[config.mk]
export PLATFORM = sky130hd
export DESIGN_NAME = lsu_lane_align
export DESIGN_NICKNAME = d
export VERILOG_FILES = /design/src/rtl/lsu_lane_pkg.sv /design/src/rtl/lsu_op_decode.sv /design/src/rtl/lsu_addr_gen.sv /design/src/rtl/lsu_store_lanes.sv /design/src/rtl/lsu_load_extract.sv /design/src/rtl/lsu_lane_align.sv
export SDC_FILE = /design/constraint.sdc
export NUM_CORES = 1
export LEC_CHECK = 0
export ABC_CLOCK_PERIOD_IN_PS = 3010
export CORE_MARGIN = 2
export CORE_UTILIZATION = 25
export CTS_CLUSTER_DIAMETER = 200
export DETAILED_ROUTE_END_ITERATION = 7
export PLACE_DENSITY_LB_ADDON = 0.08
export SYNTH_ARGS = -nofsm -noshare
export SYNTH_HDL_FRONTEND = slang
export SYNTH_HIERARCHICAL = 1
export SYNTH_SLANG_ARGS = --single-unit
[constraint.sdc]
create_clock -name clk -period 3.01 [get_ports clk]
set_input_delay 0.903 -clock clk [delete_from_list [all_inputs] [get_ports clk]]
set_output_delay 0.903 -clock clk [all_outputs]
set_load 0.02 [all_outputs]
[src/rtl/lsu_lane_pkg.sv]
package lsu_lane_pkg;

  localparam int OP_W = 6;

  typedef enum logic [1:0] {
    SZ_B = 2'd0,
    SZ_H = 2'd1,
    SZ_W = 2'd2
  } acc_sz_e;

  typedef struct packed {
    logic    ok;
    logic    is_st;
    logic    zext;
    acc_sz_e sz;
  } op_dec_t;

  localparam logic [OP_W-1:0] OP_LD_B  = 6'd32;
  localparam logic [OP_W-1:0] OP_LD_H  = 6'd33;
  localparam logic [OP_W-1:0] OP_LD_W  = 6'd35;
  localparam logic [OP_W-1:0] OP_LD_BU = 6'd36;
  localparam logic [OP_W-1:0] OP_LD_HU = 6'd37;
  localparam logic [OP_W-1:0] OP_ST_B  = 6'd40;
  localparam logic [OP_W-1:0] OP_ST_H  = 6'd41;
  localparam logic [OP_W-1:0] OP_ST_W  = 6'd43;

  // Opcode to access attributes; unknown codes come back with ok = 0.
  function automatic op_dec_t f_decode(input logic [OP_W-1:0] op);
    op_dec_t d;
    d = '{ok: 1'b0, is_st: 1'b0, zext: 1'b0, sz: SZ_B};
    case (op)
      OP_LD_B:  d = '{ok: 1'b1, is_st: 1'b0, zext: 1'b0, sz: SZ_B};
      OP_LD_H:  d = '{ok: 1'b1, is_st: 1'b0, zext: 1'b0, sz: SZ_H};
      OP_LD_W:  d = '{ok: 1'b1, is_st: 1'b0, zext: 1'b0, sz: SZ_W};
      OP_LD_BU: d = '{ok: 1'b1, is_st: 1'b0, zext: 1'b1, sz: SZ_B};
      OP_LD_HU: d = '{ok: 1'b1, is_st: 1'b0, zext: 1'b1, sz: SZ_H};
      OP_ST_B:  d = '{ok: 1'b1, is_st: 1'b1, zext: 1'b0, sz: SZ_B};
      OP_ST_H:  d = '{ok: 1'b1, is_st: 1'b1, zext: 1'b0, sz: SZ_H};
      OP_ST_W:  d = '{ok: 1'b1, is_st: 1'b1, zext: 1'b0, sz: SZ_W};
      default:  d = '{ok: 1'b0, is_st: 1'b0, zext: 1'b0, sz: SZ_B};
    endcase
    return d;
  endfunction

endpackage

[src/rtl/lsu_op_decode.sv]
module lsu_op_decode
  import lsu_lane_pkg::*;
(
  input  logic [OP_W-1:0] opcode,
  output op_dec_t         dec
);

  assign dec = f_decode(opcode);

endmodule

[src/rtl/lsu_addr_gen.sv]
module lsu_addr_gen
  import lsu_lane_pkg::*;
#(
  parameter int ADDR_W = 32,
  parameter int OFS_W  = 16,
  parameter int LANES  = 4,
  localparam int OFF_W = $clog2(LANES)
) (
  input  logic [ADDR_W-1:0] base,
  input  logic [OFS_W-1:0]  ofs,
  input  acc_sz_e           sz,
  output logic [ADDR_W-1:0] word_addr,
  output logic [OFF_W-1:0]  lane_off,
  output logic              misaligned
);

  logic [ADDR_W-1:0] ea;
  logic [OFF_W:0]    span;
  logic [OFF_W-1:0]  size_mask;

  assign ea        = base + {{(ADDR_W-OFS_W){ofs[OFS_W-1]}}, ofs};
  assign word_addr = {ea[ADDR_W-1:OFF_W], {OFF_W{1'b0}}};
  assign lane_off  = ea[OFF_W-1:0];

  // Access length in bytes, and the offset bits that must be zero for it.
  assign span       = (OFF_W+1)'(1) << sz;
  assign size_mask  = OFF_W'(span - 1'b1);
  assign misaligned = |(lane_off & size_mask);

endmodule

[src/rtl/lsu_store_lanes.sv]
module lsu_store_lanes
  import lsu_lane_pkg::*;
#(
  parameter int DATA_W = 32,
  localparam int LANES = DATA_W / 8,
  localparam int OFF_W = $clog2(LANES)
) (
  input  acc_sz_e           sz,
  input  logic [OFF_W-1:0]  lane_off,
  input  logic [DATA_W-1:0] wdata,
  output logic [LANES-1:0]  be,
  output logic [DATA_W-1:0] lanes_data
);

  logic [OFF_W:0]   span;
  logic [OFF_W-1:0] size_mask;

  assign span      = (OFF_W+1)'(1) << sz;
  assign size_mask = OFF_W'(span - 1'b1);

  for (genvar i = 0; i < LANES; i++) begin : g_lane
    // Big-endian: lane i holds the byte at word offset LANES-1-i.
    localparam logic [OFF_W-1:0] LOFS = OFF_W'(LANES - 1 - i);
    logic [OFF_W:0]   rel;
    logic             hit;
    logic [OFF_W-1:0] src_idx;

    always_comb begin
      rel     = {1'b0, LOFS} - {1'b0, lane_off};
      hit     = !rel[OFF_W] && (rel < span);
      src_idx = size_mask - (LOFS & size_mask);
    end

    assign be[i]              = hit;
    assign lanes_data[8*i +: 8] = wdata[{src_idx, 3'b000} +: 8];
  end

endmodule

[src/rtl/lsu_load_extract.sv]
module lsu_load_extract
  import lsu_lane_pkg::*;
#(
  parameter int DATA_W = 32,
  localparam int LANES = DATA_W / 8,
  localparam int OFF_W = $clog2(LANES)
) (
  input  acc_sz_e           sz,
  input  logic              zext,
  input  logic [OFF_W-1:0]  lane_off,
  input  logic [DATA_W-1:0] rdata,
  output logic [DATA_W-1:0] data
);

  logic [OFF_W:0]   span;
  logic [OFF_W-1:0] size_mask;
  logic [OFF_W-1:0] top_lane;
  logic             fill;

  assign span      = (OFF_W+1)'(1) << sz;
  assign size_mask = OFF_W'(span - 1'b1);
  // The first byte of the access is its most significant one.
  assign top_lane  = OFF_W'(LANES - 1) - lane_off;
  assign fill      = zext ? 1'b0 : rdata[{top_lane, 3'b111}];

  for (genvar k = 0; k < LANES; k++) begin : g_byte
    localparam logic [OFF_W-1:0] KI = OFF_W'(k);
    logic [OFF_W-1:0] src_ofs;
    logic [OFF_W-1:0] src_lane;
    logic             in_acc;

    always_comb begin
      src_ofs  = lane_off + (size_mask - KI);
      src_lane = OFF_W'(LANES - 1) - src_ofs;
      in_acc   = ({1'b0, KI} < span);
    end

    assign data[8*k +: 8] = in_acc ? rdata[{src_lane, 3'b000} +: 8] : {8{fill}};
  end

endmodule

[src/rtl/lsu_lane_align.sv]
module lsu_lane_align
  import lsu_lane_pkg::*;
#(
  parameter int ADDR_W = 32,
  parameter int DATA_W = 32,
  parameter int OFS_W  = 16
) (
  input  logic                  clk,
  input  logic                  rst_n,
  input  logic                  req_valid,
  input  logic [OP_W-1:0]       req_opcode,
  input  logic [ADDR_W-1:0]     req_base,
  input  logic [OFS_W-1:0]      req_offset,
  input  logic [DATA_W-1:0]     req_wdata,
  output logic [ADDR_W-1:0]     mem_addr,
  output logic                  mem_wr,
  output logic                  mem_rd,
  output logic [DATA_W/8-1:0]   mem_be,
  output logic [DATA_W-1:0]     mem_wdata,
  output logic                  mem_misalign,
  input  logic                  mem_rvalid,
  input  logic [DATA_W-1:0]     mem_rdata,
  output logic                  ld_valid,
  output logic [DATA_W-1:0]     ld_data
);

  localparam int LANES = DATA_W / 8;
  localparam int OFF_W = $clog2(LANES);

  op_dec_t           dec;
  logic [ADDR_W-1:0] word_addr;
  logic [OFF_W-1:0]  lane_off;
  logic              misaligned;
  logic [LANES-1:0]  st_be;
  logic [DATA_W-1:0] st_lanes;
  logic [DATA_W-1:0] ext_data;

  // Stage 1 holds the lane details of an issued load; stage 2 waits for data.
  acc_sz_e           s1_sz, pend_sz, ld_sz_q;
  logic              s1_zext, pend_zext, ld_zext_q;
  logic [OFF_W-1:0]  s1_off, pend_off;
  logic              pend_valid;

  lsu_op_decode u_dec (
    .opcode (req_opcode),
    .dec    (dec)
  );

  lsu_addr_gen #(
    .ADDR_W (ADDR_W),
    .OFS_W  (OFS_W),
    .LANES  (LANES)
  ) u_agen (
    .base       (req_base),
    .ofs        (req_offset),
    .sz         (dec.sz),
    .word_addr  (word_addr),
    .lane_off   (lane_off),
    .misaligned (misaligned)
  );

  lsu_store_lanes #(
    .DATA_W (DATA_W)
  ) u_st (
    .sz         (dec.sz),
    .lane_off   (lane_off),
    .wdata      (req_wdata),
    .be         (st_be),
    .lanes_data (st_lanes)
  );

  lsu_load_extract #(
    .DATA_W (DATA_W)
  ) u_ld (
    .sz       (pend_sz),
    .zext     (pend_zext),
    .lane_off (pend_off),
    .rdata    (mem_rdata),
    .data     (ext_data)
  );

  // Named events for the checker and for reading the pipeline.
  logic acc_go, evt_store_issue, evt_load_issue, evt_misalign, evt_load_done;
  assign acc_go          = req_valid & dec.ok;
  assign evt_misalign    = acc_go & misaligned;
  assign evt_store_issue = acc_go & ~misaligned & dec.is_st;
  assign evt_load_issue  = acc_go & ~misaligned & ~dec.is_st;
  assign evt_load_done   = mem_rvalid & pend_valid;

  always_ff @(posedge clk) begin
    if (!rst_n) begin
      mem_addr     <= '0;
      mem_wr       <= 1'b0;
      mem_rd       <= 1'b0;
      mem_be       <= '0;
      mem_wdata    <= '0;
      mem_misalign <= 1'b0;
      s1_sz        <= SZ_B;
      s1_zext      <= 1'b0;
      s1_off       <= '0;
      pend_valid   <= 1'b0;
      pend_sz      <= SZ_B;
      pend_zext    <= 1'b0;
      pend_off     <= '0;
      ld_valid     <= 1'b0;
      ld_data      <= '0;
      ld_sz_q      <= SZ_B;
      ld_zext_q    <= 1'b0;
    end else begin
      mem_wr       <= evt_store_issue;
      mem_rd       <= evt_load_issue;
      mem_misalign <= evt_misalign;
      mem_be       <= evt_store_issue ? st_be : '0;
      if (acc_go) mem_addr <= word_addr;
      if (evt_store_issue) mem_wdata <= st_lanes;
      if (evt_load_issue) begin
        s1_sz   <= dec.sz;
        s1_zext <= dec.zext;
        s1_off  <= lane_off;
      end
      pend_valid <= mem_rd;
      pend_sz    <= s1_sz;
      pend_zext  <= s1_zext;
      pend_off   <= s1_off;
      ld_valid   <= evt_load_done;
      if (evt_load_done) begin
        ld_data   <= ext_data;
        ld_sz_q   <= pend_sz;
        ld_zext_q <= pend_zext;
      end
    end
  end

endmodule

* Yosys cells after proc, flatten, opt, wreduce, memory -nomap -nowiden *
Index checks and enable logic that the tools add are counted.

word-level totals
  logic and storage cells = 91
  input port bits = 122
  register bits = 113
  output and inout bits = 104

operators by class
  equality and inequality tests = 8
  shifts and indexed selects = 10
  $add $sub $neg = 22
  muxes and demuxes = 8
  bitwise gates (word level) = 9
  reductions and logical operators = 10
  magnitude comparators = 9

operator list
  kind                 count
  $shiftx 32x6->8      8
  $eq 6x6->1 const B   8
  $pmux 5 s8           1
  $add 32x32->32       1
  $mux 8               4
  $lt 3x3->1           4
  $sub 2x2->2 const A  5
  $add 2x2->2          4
  $and 1x1->1          6
  $lt 1x3->1 const A   2
  $lt 2x3->1 const A   2
  $lt 5x6->1 const B   1
  $shl 1x2->3 const A  2
  $sub 1x2->3 const A  2
  $sub 2x1->2 const B  3
  $sub 2x2->3 const A  2
  $logic_and 1x1->1    4
  $logic_not 1->1      4
  $sub 2x2->2          2
  $sub 2x2->2 const B  2
  $and 2x2->2          1
  $bmux 1 s2           1
  $mux 1               2
  $not 1->1            2
  other kinds (3)      3

* Logic depth before layout (Yosys ltp) *
Gate-level depths: netlist (run 1).

  depth in word-level cells = 10
  depth in mapped cells = 11
  mapped depth without buffers = 11

* Cells and area by module *
The synthesis (run 1) kept the hierarchy.

modules (own cells, without submodules)
  module            sequential area each (um^2)  times used  cells each  area an instance (um^2)
  lsu_lane_align    2302.2                       1           483         4586.9
  lsu_addr_gen      0.0                          1           246         1765.4
  lsu_load_extract  0.0                          1           156         1178.6
  lsu_store_lanes   0.0                          1           84          666.9
  lsu_op_decode     0.0                          1           11          91.3

* Least setup slack after synthesis (run 1) *
Ideal clock, no wire load.

  path type = input port to flip-flop
  from = input port req_base[4]
  to = register mem_addr[31]
  setup time = 0.118 ns
  data arrival time = 2.974 ns
  path buffers = 0
  setup slack = -0.082 ns
  data required time = 2.892 ns
  stages on the path = 10
  path through = ha_1 o211ai_1 o21a_1 a21o_1 a41oi_4 a311oi_4 o311a_1 or3_1 nand3_1 a21oi_1

between the ends
  word-level cells in the longest chain between the ends = 1

RTL lines
  item                    line                   RTL
  start: declaration      lsu_lane_align.sv:12   input logic [ADDR_W-1:0] req_base,
  $add 32x32->32          lsu_addr_gen.sv:21     assign ea = base + {{(ADDR_W-OFS_W){ofs[OFS_W-1]}}, ofs};
  net word_addr[31]       lsu_lane_align.sv:31   logic [ADDR_W-1:0] word_addr;
  end signal: assignment  lsu_lane_align.sv:114  if (acc_go) mem_addr <= word_addr;
  end: declaration        lsu_lane_align.sv:15   output logic [ADDR_W-1:0] mem_addr,

The timed path passes the listed nets, and every way through them passes these cells.
A chain may end at the register's enable or synchronous reset.

* Worst setup path in the final report (run 1) *
  from = input port req_offset[15]
  to = register mem_addr[31]

between the ends
  word-level cells in the longest chain between the ends = 1

RTL lines
  item                line                  RTL
  start: declaration  lsu_lane_align.sv:13  input logic [OFS_W-1:0] req_offset,
  $add 32x32->32      lsu_addr_gen.sv:21
  net word_addr[31]   lsu_lane_align.sv:31

The timed path passes the listed nets, and every way through them passes these cells.

==> flow_summary.ini, run 1 <==
[outcome]
outcome = finished, final reports clean

[sta]
timing.final.hold_violations = 0
layout_min_cycle_time_ns = 2.93
rsz_0062_raised_after_global_routing = false
maxClockFrequency_mhz = 342
fin_tns_setup_ns = 0
slew_headroom = 0.455
final.period_utilization = 0.973
whs_ns = 0.436
number_of_setup_violations_in_the_final_report = 0
worst_slew_pin_slew_ns = 0.817
slew_viol_final = 0
finalClockSkew_ns = 0.00949

[clock_network]
ctsRootBufferMaster = sky130_fd_sc_hd__clkbuf_16
clk_pin_slew_worst_paths_ns = 0.06
clock_latency_ns = 0.43
clock_tree.buffer_depth = 2
cts_inserted_buffers = 17
tritoncts = yes
clock_sink_total = 115
h_tree_depth = 4
cts-hold-fix-buffers = 0

[worst_setup_path]
classification_of_the_worst_setup_path = in -> reg
critical_path.n_buffers_inverters = 3
worstPathArrival_ns = 3.25
cpPeakStageDelay_ns = 0.38
critPathTopFamily = compound AO/OA/AOI/OAI gates
critical_path_cell_list = dlygate4sd2_1 > buf_6 > buf_6 > ha_1 > a21o_1 > a21o_1 > a21oi_2 > o21ai_0 > a211oi_1 > o21ai_0 > or3_1 > nand3_1 > a21oi_1
critical_path_peak_fanout = 8
setup.worst_path.end_class = register
worst-endpoint-required_ns = 3.34
timing.critical_path.slowest_stage_cell = sky130_fd_sc_hd__or3_1
startpoint_type = input pin

[floorplanning]
initial_core_util = 0.254
core_area_um2 = 32600
floorplan.rows = 66
die_height_um = 186
floorplan.die_area_um2 = 34600
boundaryPins = 226
die_width_um = 186

[yosys]
yosys-top-cells-area = sky130_fd_sc_hd__dfxtp_1 (28%), sky130_fd_sc_hd__mux2i_1 (9.5%), sky130_fd_sc_hd__nand2_1 (7.1%), sky130_fd_sc_hd__ha_1 (6.6%), sky130_fd_sc_hd__a21oi_1 (6.2%)
synth.avg_cell_area_um2 = 8.46
synth_top_cell_by_area = sky130_fd_sc_hd__dfxtp_1
synth_cell_types = 67
synth_async_sr_flop_share = 0
number_of_flip_flops_and_latches_in_the_synthesized_netlist = 115
synth_largest_type_area_fraction = 0.278
synth-edff-count = 0
share_of_the_yosys_chip_area_belonging_to_registers = 0.278
synthesis_warning_total = 6
synth_flop_cell = sky130_fd_sc_hd__dfxtp_1
synth_cells = 980
syn_area_um2 = 8290

[pwr]
pwr_density_cell_nw_per_um2 = 409
share_clk_of_total_power = 0.461
p_switching_mw = 1.45
switching_share = 0.276
power.static_leakage_nw = 5.05
comb_power_share = 0.243
peakVddDrop_mv = 0.350
cellInternalPower_mw = 3.80
sequentialPowerShare = 0.296

[min_path]
class_of_the_tightest_hold_or_removal_check = reg -> reg

[grt]
global_route_wire_length_before_repair_um = 44800
track_usage = 0.169
globalRouteOverflowTotal = 0
antenna_found_initial = 3
maximum_number_of_pins_on_one_net_before_global_route_repair = 84
first_global_vias = 7914

[final_layout]
multiInputGateArea_um2 = 5830
postLayoutCellArea_um2 = 12800
fin_nets = 1437
finished_layout_cells = 1726
drive_gt1_frac = 0.236
register_area_um2 = 2300
most-common-layout-cells = sky130_fd_sc_hd__clkdlybuf4s50_1 (190), sky130_fd_sc_hd__nand2_1 (154), sky130_fd_sc_hd__buf_4 (122), sky130_fd_sc_hd__dfxtp_1 (114), sky130_fd_sc_hd__a21oi_1 (89)
mostFrequentLayoutCell = sky130_fd_sc_hd__clkdlybuf4s50_1
layout.filler_cells = 3356
flow.area_growth_from_synthesis_pct = 54.8

[detailed_routing]
routed-via-count = 8052
avgRoutedWirePerCell_um = 16.9
drc_errors = 0
detail_route.wirelength_um = 29200
drtAntennaViolNets = 0
detailedRoute.firstPassIterationCount = 4
post_drt_via_cell_ratio = 4.67
drtIter0Drc = 456

[placement]
placement.io_buffers = 225
place.gp.congestion = 0.797
dpl-instance-area_um2 = 11700
place_hpwl_um = 21300
placed_cells_incl_taps = 1684

[run]
drv_cap = 0
-- cell families (layout without fill, tap and decap cells) --
logic type	count (synthesis)	count (layout)	synth area share
AND/OR/NAND/NOR	300	300	0.170
AO/OA/AOI/OAI	279	279	0.248
flip-flops	115	115	0.278
buffers and inverters	108	410	0.0714
multiplexers	96	96	0.120
adder cells (fa/ha/maj)	45	45	0.0688
XOR/XNOR	36	36	0.0435
other	1	3	0.000452
-- cell type report --
class / instances / area share
Clock inverter: 13 / 0.0178
Tap cell: 442 / 0.0431
Timing Repair Buffer: 357 / 0.264
Antenna cell: 1 / 0.000195
Sequential cell: 115 / 0.180
Clock buffer: 19 / 0.0353
Inverter: 21 / 0.00614
Multi-Input combinational cell: 758 / 0.454
-- what timing repair did --
item,CTS,global route
resized for setup,38,52
endpoints found under the setup margin,14,11
buffers inserted,6,3
pin swaps,21,21
gates cloned,0,0
-- metrics by stage --
| stage | total power [mW] | setup slack [ns] | utilization |
|---|---|---|---|
| final | 5.25 | 0.0823 | 0.393 |
| after global routing | 5.51 | 0.00185 | 0.393 |
| after CTS | 5.29 | 0.00995 | 0.386 |
| after detailed placement | 2.79 | -0.694 | 0.359 |
| after global placement | 2.79 | -0.651 | 0.359 |
| after floorplan | 2.25 | -0.00879 | - |
-- state kept, by name, indices dropped and copies added (netlist names) --
name	cells
mem_addr	32
s1_zext	1
pend_zext	1
mem_wr	1
mem_be	4
mem_misalign	1
ld_valid	1
s1_off	2
pend_valid	1
s1_sz	2
pend_sz	2
mem_rd	1
pend_off	2
ld_data	32
mem_wdata	32
-- metal layers --
layer | part of all wire | global-route usage
met1 | 0.48 | 0.224
met2 | 0.46 | 0.271
met3 | 0.047 | 0.0417
met4 | 0.012 | 0.0447
met5 | 0.00099 | 0
-- power by group through the flow --
| stage | combinational, mW | sequential [mW] | clock (mW) |
|---|---|---|---|
| 5_1_grt | 1.40 | 1.55 | 2.56 |
| 2_1_floorplan | 0.641 | 1.60 | 0 |
| 6_report | 1.28 | 1.55 | 2.42 |
| 4_1_cts | 1.25 | 1.55 | 2.49 |
| 3_3_place_gp | 1.21 | 1.59 | 0 |
| 3_5_place_dp | 1.20 | 1.59 | 0 |
-- worst paths after layout --
kind,cells after the start,to,slack [ns],from
worst max-delay path,13,mem_addr[31],0.08,req_offset[15]
worst min-delay path,2,pend_sz[0],0.44,s1_sz[0]
worst max register to register,10,ld_data[19],0.57,pend_sz[0]
worst min register to register,2,pend_sz[0],0.44,s1_sz[0]
-- Yosys cell counts (4+ instances only) --
| cell type | n |
|---|---|
| sky130_fd_sc_hd__nand3_1 | 72 |
| sky130_fd_sc_hd__or3_1 | 10 |
| sky130_fd_sc_hd__o311ai_1 | 5 |
| sky130_fd_sc_hd__inv_1 | 19 |
| sky130_fd_sc_hd__o21ai_0 | 22 |
| sky130_fd_sc_hd__buf_4 | 20 |
| sky130_fd_sc_hd__o311ai_0 | 4 |
| sky130_fd_sc_hd__nand2b_1 | 6 |
| sky130_fd_sc_hd__xnor2_2 | 5 |
| sky130_fd_sc_hd__nand4_1 | 7 |
| sky130_fd_sc_hd__a211oi_1 | 6 |
| sky130_fd_sc_hd__nor2_1 | 15 |
| sky130_fd_sc_hd__o21bai_1 | 5 |
| sky130_fd_sc_hd__xnor2_1 | 17 |
| sky130_fd_sc_hd__dfxtp_1 | 115 |
| sky130_fd_sc_hd__nand2_1 | 156 |
| sky130_fd_sc_hd__mux2i_1 | 79 |
| sky130_fd_sc_hd__a31o_2 | 23 |
| sky130_fd_sc_hd__buf_6 | 8 |
| sky130_fd_sc_hd__a21bo_1 | 44 |
| sky130_fd_sc_hd__mux2_2 | 16 |
| sky130_fd_sc_hd__nor3_1 | 5 |
| sky130_fd_sc_hd__o21a_1 | 5 |
| sky130_fd_sc_hd__a21bo_2 | 20 |
| sky130_fd_sc_hd__buf_2 | 41 |
| sky130_fd_sc_hd__clkbuf_1 | 17 |
| sky130_fd_sc_hd__and3_1 | 7 |
| sky130_fd_sc_hd__ha_1 | 44 |
| sky130_fd_sc_hd__a21oi_1 | 103 |
| sky130_fd_sc_hd__xor2_1 | 13 |
| sky130_fd_sc_hd__a21o_1 | 19 |
-- tightest hold or removal path: stages, from the launching register on --
cell	delay [ns]
sky130_fd_sc_hd__dfxtp_1	0.30
sky130_fd_sc_hd__nand2_1	0.06
sky130_fd_sc_hd__inv_1	0.05
Power figures use the tool's default switching activity.
==> run 2, diff against run 1 <==
CORE_ASPECT_RATIO = 1.1   (was not set)
CORE_MARGIN = 1.5   (was 2)
==> flow_summary.ini, run 2 (synthesis results as in run 1) <==
[final_layout]
drive_gt1_frac = 0.250
flow.area_growth_from_synthesis_pct = 54.6
most-common-layout-cells = sky130_fd_sc_hd__clkdlybuf4s50_1 (195), sky130_fd_sc_hd__nand2_1 (154), sky130_fd_sc_hd__buf_4 (134), sky130_fd_sc_hd__dfxtp_1 (114), sky130_fd_sc_hd__a21oi_1 (90)
mostFrequentLayoutCell = sky130_fd_sc_hd__clkdlybuf4s50_1
postLayoutCellArea_um2 = 12800
finished_layout_cells = 1720
fin_nets = 1448
biggestRegsByFlops = ld_data: 32 flops, mem_addr: 32 flops, mem_wdata: 32 flops
num_antenna_cells = 0

[pwr]
pwr_density_cell_nw_per_um2 = 392
power.static_leakage_nw = 5.00
peakVddDrop_mv = 0.292
total_power_mw = 5.02
cellInternalPower_mw = 3.59
comb_power_share = 0.261
p_switching_mw = 1.43
sequentialPowerShare = 0.309
switching_share = 0.285
share_clk_of_total_power = 0.430

[sta]
number_of_setup_violations_in_the_final_report = 0
timing.final.hold_violations = 0
finalClockSkew_ns = 0.0110
layout_min_cycle_time_ns = 2.94
slew_viol_final = 0
fin_tns_setup_ns = 0
maxClockFrequency_mhz = 340
worst_slew_pin_slew_ns = 1.13
timing.final.ws_setup_ns = 0.0696
final.period_utilization = 0.977
slew_headroom = 0.243

[min_path]
class_of_the_tightest_hold_or_removal_check = reg -> reg

[placement]
placement.io_buffers = 225
placed_cells_incl_taps = 1675
place_hpwl_um = 21700
preCtsSetupSlack_ns = -0.671
dpl-instance-area_um2 = 11700
place.gp.congestion = 0.843

[clock_network]
clock_sink_total = 115
clock_latency_ns = 0.42
tritoncts = yes
clock_tree.buffer_depth = 2
h_tree_depth = 4
cts_inserted_buffers = 17
cts-hold-fix-buffers = 0
ctsRootBufferMaster = sky130_fd_sc_hd__clkbuf_16
clk_pin_slew_worst_paths_ns = 0.06

[floorplanning]
core_area_um2 = 32500
boundaryPins = 226
floorplan.die_area_um2 = 34300
die_height_um = 194
die_width_um = 177
floorplan.rows = 69
initial_core_util = 0.255

[worst_setup_path]
classification_of_the_worst_setup_path = in -> reg
worstPathArrival_ns = 3.25
startpoint_type = input pin
setup.worst_path.end_class = register
cpPeakStageDelay_ns = 0.37
critPathTopFamily = compound AO/OA/AOI/OAI gates
critical_path_cell_list = clkdlybuf4s15_1 > ha_4 > o211ai_1 > o21a_1 > a21o_1 > a41oi_4 > a311oi_4 > o311a_1 > or3_1 > nand3_1 > a21oi_1
worst-endpoint-required_ns = 3.32
timing.critical_path.slowest_stage_cell = sky130_fd_sc_hd__o311a_1
critical_path_peak_fanout = 4
internal_reg_to_reg_setup_slack_ns = 0.33
critical_path.n_buffers_inverters = 1

[detailed_routing]
drtIter0Drc = 441
post_drt_via_cell_ratio = 4.65
routed-via-count = 8006
detailedRoute.firstPassIterationCount = 4
drc_errors = 0
drtAntennaViolNets = 0
avgRoutedWirePerCell_um = 17.0
detail_route.wirelength_um = 29200

[grt]
global_route_wire_length_before_repair_um = 45400
antenna_found_initial = 2
maximum_number_of_pins_on_one_net_before_global_route_repair = 84
track_usage = 0.170
globalRouteOverflowTotal = 0
first_global_vias = 8133

[run]
drv_cap = 0

[outcome]
outcome = finished, final reports clean
[run 2: changes by cell type in the layout (fill, tap and decap cells not counted), sizes merged]
cell,previous run,this run
clkbuf,19,26
dlygate4sd2,9,5
buf,135,146
bufinv,6,3
clkdlybuf4s15,0,2
diode,1,0
clkinv,2,3
clkdlybuf4s50,190,195
dlymetal6s2s,23,15
[run 2: power groups by stage]
stage               Clock [mW]  Combinational, mW  Sequential [mW]
global route              2.30               1.43             1.55
global placement             0               1.21             1.59
detailed placement           0               1.20             1.59
floorplan                    0              0.641             1.60
finish                    2.16               1.31             1.55
CTS                       2.23               1.27             1.55
[run 2: layout make-up]
class / count / area [µm²]
timing repair buffer: 368 / 3400
inverter: 21 / 78.8
fill: 3394 / 19600
clock inverter: 11 / 151
clock buffer: 21 / 470
sequential: 115 / 2300
tap: 426 / 533
multi-input combinational: 758 / 5880
[run 2: timing repair]
item | in CTS | in global routing
endpoints found under the setup margin | 46 | 28
setup buffers | 9 | 4
pin swaps | 31 | 25
gates resized for setup | 58 | 53
hold endpoints to repair | 0 | 0
cloned | 0 | 0
[run 2: worst paths after layout]
path | startpoint | to | depth (start not counted)
worst max-delay path | req_offset[3] | mem_addr[31] | 11
worst min register to register | s1_zext | pend_zext | 2
worst max register to register | pend_sz[0] | ld_data[22] | 11
worst min-delay path | s1_zext | pend_zext | 2
[run 2: worst min-delay path: cells and delay by family (launching register included)]
| kind | cells | cell delay (ns) |
|---|---|---|
| buffers and inverters | 1 | 0.05 |
| and+or+nand+nor | 1 | 0.06 |
| DFF | 1 | 0.30 |
[run 2: per-layer routing]
metal  global-route usage  vias up  wire length [µm]
li1                     -     4099                 -
met1                0.224     3725             13900
met2                0.278      155             13600
met3               0.0390       23              1400
met4               0.0411        4               350
met5                    0        -                23
[run 2: metrics by stage]
stage / util / hold WS, ns
floorplan: - / 0.404
global placement: 0.361 / 0.414
detailed placement: 0.361 / 0.416
CTS: 0.389 / 0.433
global route: 0.395 / 0.461
finish: 0.395 / 0.429
==> run 3, diff against run 2 <==
TNS_END_PERCENT = 10   (was not set)
==> flow_summary.ini, run 3 (synthesis results as in run 1) <==
[worst_setup_path]
critical_path_cell_list = clkdlybuf4s15_1 > ha_4 > o211ai_1 > o21a_1 > a21o_1 > a41oi_4 > a311oi_4 > o311a_1 > or3_1 > nand3_1 > a21oi_1
worstPathArrival_ns = 3.25
startpoint_type = input pin
worst-endpoint-required_ns = 3.32
timing.critical_path.slowest_stage_cell = sky130_fd_sc_hd__o311a_1
critical_path.n_buffers_inverters = 1
critPathTopFamily = compound AO/OA/AOI/OAI gates
reg2reg_from = pend_sz[0]
classification_of_the_worst_setup_path = in -> reg
setup.worst_path.end_class = register
internal_reg_to_reg_setup_slack_ns = 0.32
worstReg2RegEnd = ld_data[22]
critical_path_peak_fanout = 4
cpPeakStageDelay_ns = 0.36
r2r.worst_path.cells = 11
cp.depth = 11
setup.worst_path.start = req_offset[3]
timing.critical_path.to = mem_addr[31]

[sta]
finalClockSkew_ns = 0.0104
timing.final.hold_violations = 0
slew_viol_final = 0
final.period_utilization = 0.977
number_of_setup_violations_in_the_final_report = 0
layout_min_cycle_time_ns = 2.94
timing.final.ws_setup_ns = 0.0703
worst_slew_pin_slew_ns = 1.13
rsz_0062_raised_after_global_routing = true
maxClockFrequency_mhz = 340
slew_headroom = 0.244

[detailed_routing]
avgRoutedWirePerCell_um = 17.0
drc_errors = 0
drtAntennaViolNets = 0
detail_route.wirelength_um = 29200
drtIter0Drc = 432
post_drt_via_cell_ratio = 4.67
detailedRoute.firstPassIterationCount = 4
routed-via-count = 8030

[final_layout]
register_area_um2 = 2300
biggestRegsByFlops = ld_data: 32 flops, mem_addr: 32 flops, mem_wdata: 32 flops
fin_nets = 1448
postLayoutCellArea_um2 = 12800
finished_layout_cells = 1720
num_antenna_cells = 0
layout.filler_cells = 3390
drive_gt1_frac = 0.247
mostFrequentLayoutCell = sky130_fd_sc_hd__clkdlybuf4s50_1
flow.area_growth_from_synthesis_pct = 54.7
multiInputGateArea_um2 = 5880
most-common-layout-cells = sky130_fd_sc_hd__clkdlybuf4s50_1 (198), sky130_fd_sc_hd__nand2_1 (154), sky130_fd_sc_hd__buf_4 (134), sky130_fd_sc_hd__dfxtp_1 (114), sky130_fd_sc_hd__a21oi_1 (90)

[clock_network]
clock_sink_total = 115
clk_pin_slew_worst_paths_ns = 0.06
tritoncts = yes
clock_tree.buffer_depth = 2
cts_inserted_buffers = 17
cts-hold-fix-buffers = 0
clock_latency_ns = 0.42
ctsRootBufferMaster = sky130_fd_sc_hd__clkbuf_16
h_tree_depth = 4

[grt]
track_usage = 0.170
globalRouteOverflowTotal = 0
antenna_found_initial = 2
maximum_number_of_pins_on_one_net_before_global_route_repair = 84
first_global_vias = 8133
global_route_wire_length_before_repair_um = 45400

[pwr]
pwr_density_cell_nw_per_um2 = 392
power.static_leakage_nw = 4.97
peakVddDrop_mv = 0.293
total_power_mw = 5.02

[placement]
preCtsSetupSlack_ns = -0.671
dpl-instance-area_um2 = 11700
place.gp.congestion = 0.843
placement.io_buffers = 225
placed_cells_incl_taps = 1675
place_hpwl_um = 21700

[floorplanning]
die_width_um = 177
die_height_um = 194
boundaryPins = 226
floorplan.rows = 69
core_area_um2 = 32500
floorplan.die_area_um2 = 34300
initial_core_util = 0.255

[outcome]
outcome = finished, final reports clean

[run]
drv_cap = 0

[min_path]
class_of_the_tightest_hold_or_removal_check = reg -> reg
min_from = s1_zext
==> run 3: cell types whose count changed in the layout (fill, tap and decap cells not counted) <==
cell,delta
sky130_fd_sc_hd__dlymetal6s2s_1,-3
sky130_fd_sc_hd__clkdlybuf4s50_1,+3
sky130_fd_sc_hd__clkbuf_2,-4
sky130_fd_sc_hd__clkdlybuf4s15_1,+4
==> run 3: where the power goes <==
group | switching [mW] | internal, mW
registers | 0.0113 | 1.54
logic | 0.635 | 0.677
clock network | 0.787 | 1.37
total | 1.43 | 3.59
==> run 3: routing by layer <==
metal  vias to the layer above  wire (µm)  GRT usage
met4                         4        352     0.0411
met2                       161      13600      0.278
met1                      3744      13900      0.224
met5                         -         23          0
met3                        24       1380     0.0390
li1                       4097          -          -
==> run 3: worst min path at each step <==
stage | to | slack, ns | cells past startpoint
global placement | pend_off[0] | 0.41 | 2
CTS | pend_sz[0] | 0.43 | 2
floorplan | pend_off[0] | 0.40 | 2
global route | pend_sz[0] | 0.46 | 2
finish | pend_zext | 0.43 | 2
detailed placement | pend_off[0] | 0.42 | 2
==> run 3: layout make-up <==
cell class                      count  area share
Timing Repair Buffer              368       0.266
Clock buffer                       21      0.0367
Tap cell                          426      0.0416
Clock inverter                     11      0.0118
Sequential cell                   115       0.180
Inverter                           21     0.00615
Multi-Input combinational cell    758       0.458
==> run 3: timing repair <==
| action | CTS | global route |
|---|---|---|
| pin swaps | 31 | 23 |
| setup endpoints to repair | 46 | 28 |
| gates resized for setup | 58 | 46 |
| endpoints found under the hold margin | 0 | 0 |
| buffers inserted | 9 | 4 |
==> run 3: metrics by stage <==
| step | hold slack [ns] | setup TNS [ns] | util |
|---|---|---|---|
| CTS | 0.433 | 0 | 0.389 |
| global route | 0.461 | -0.0314 | 0.395 |
| floorplan | 0.404 | -0.00879 | - |
| global placement | 0.414 | -29.42 | 0.361 |
| finish | 0.429 | 0 | 0.395 |
| detailed placement | 0.416 | -30.13 | 0.361 |
==> run 3: tightest hold or removal path, stage by stage, from the launching register on <==
cell                      delay [ns]
sky130_fd_sc_hd__dfxtp_1        0.30
sky130_fd_sc_hd__nand2_1        0.06
sky130_fd_sc_hd__inv_1          0.05
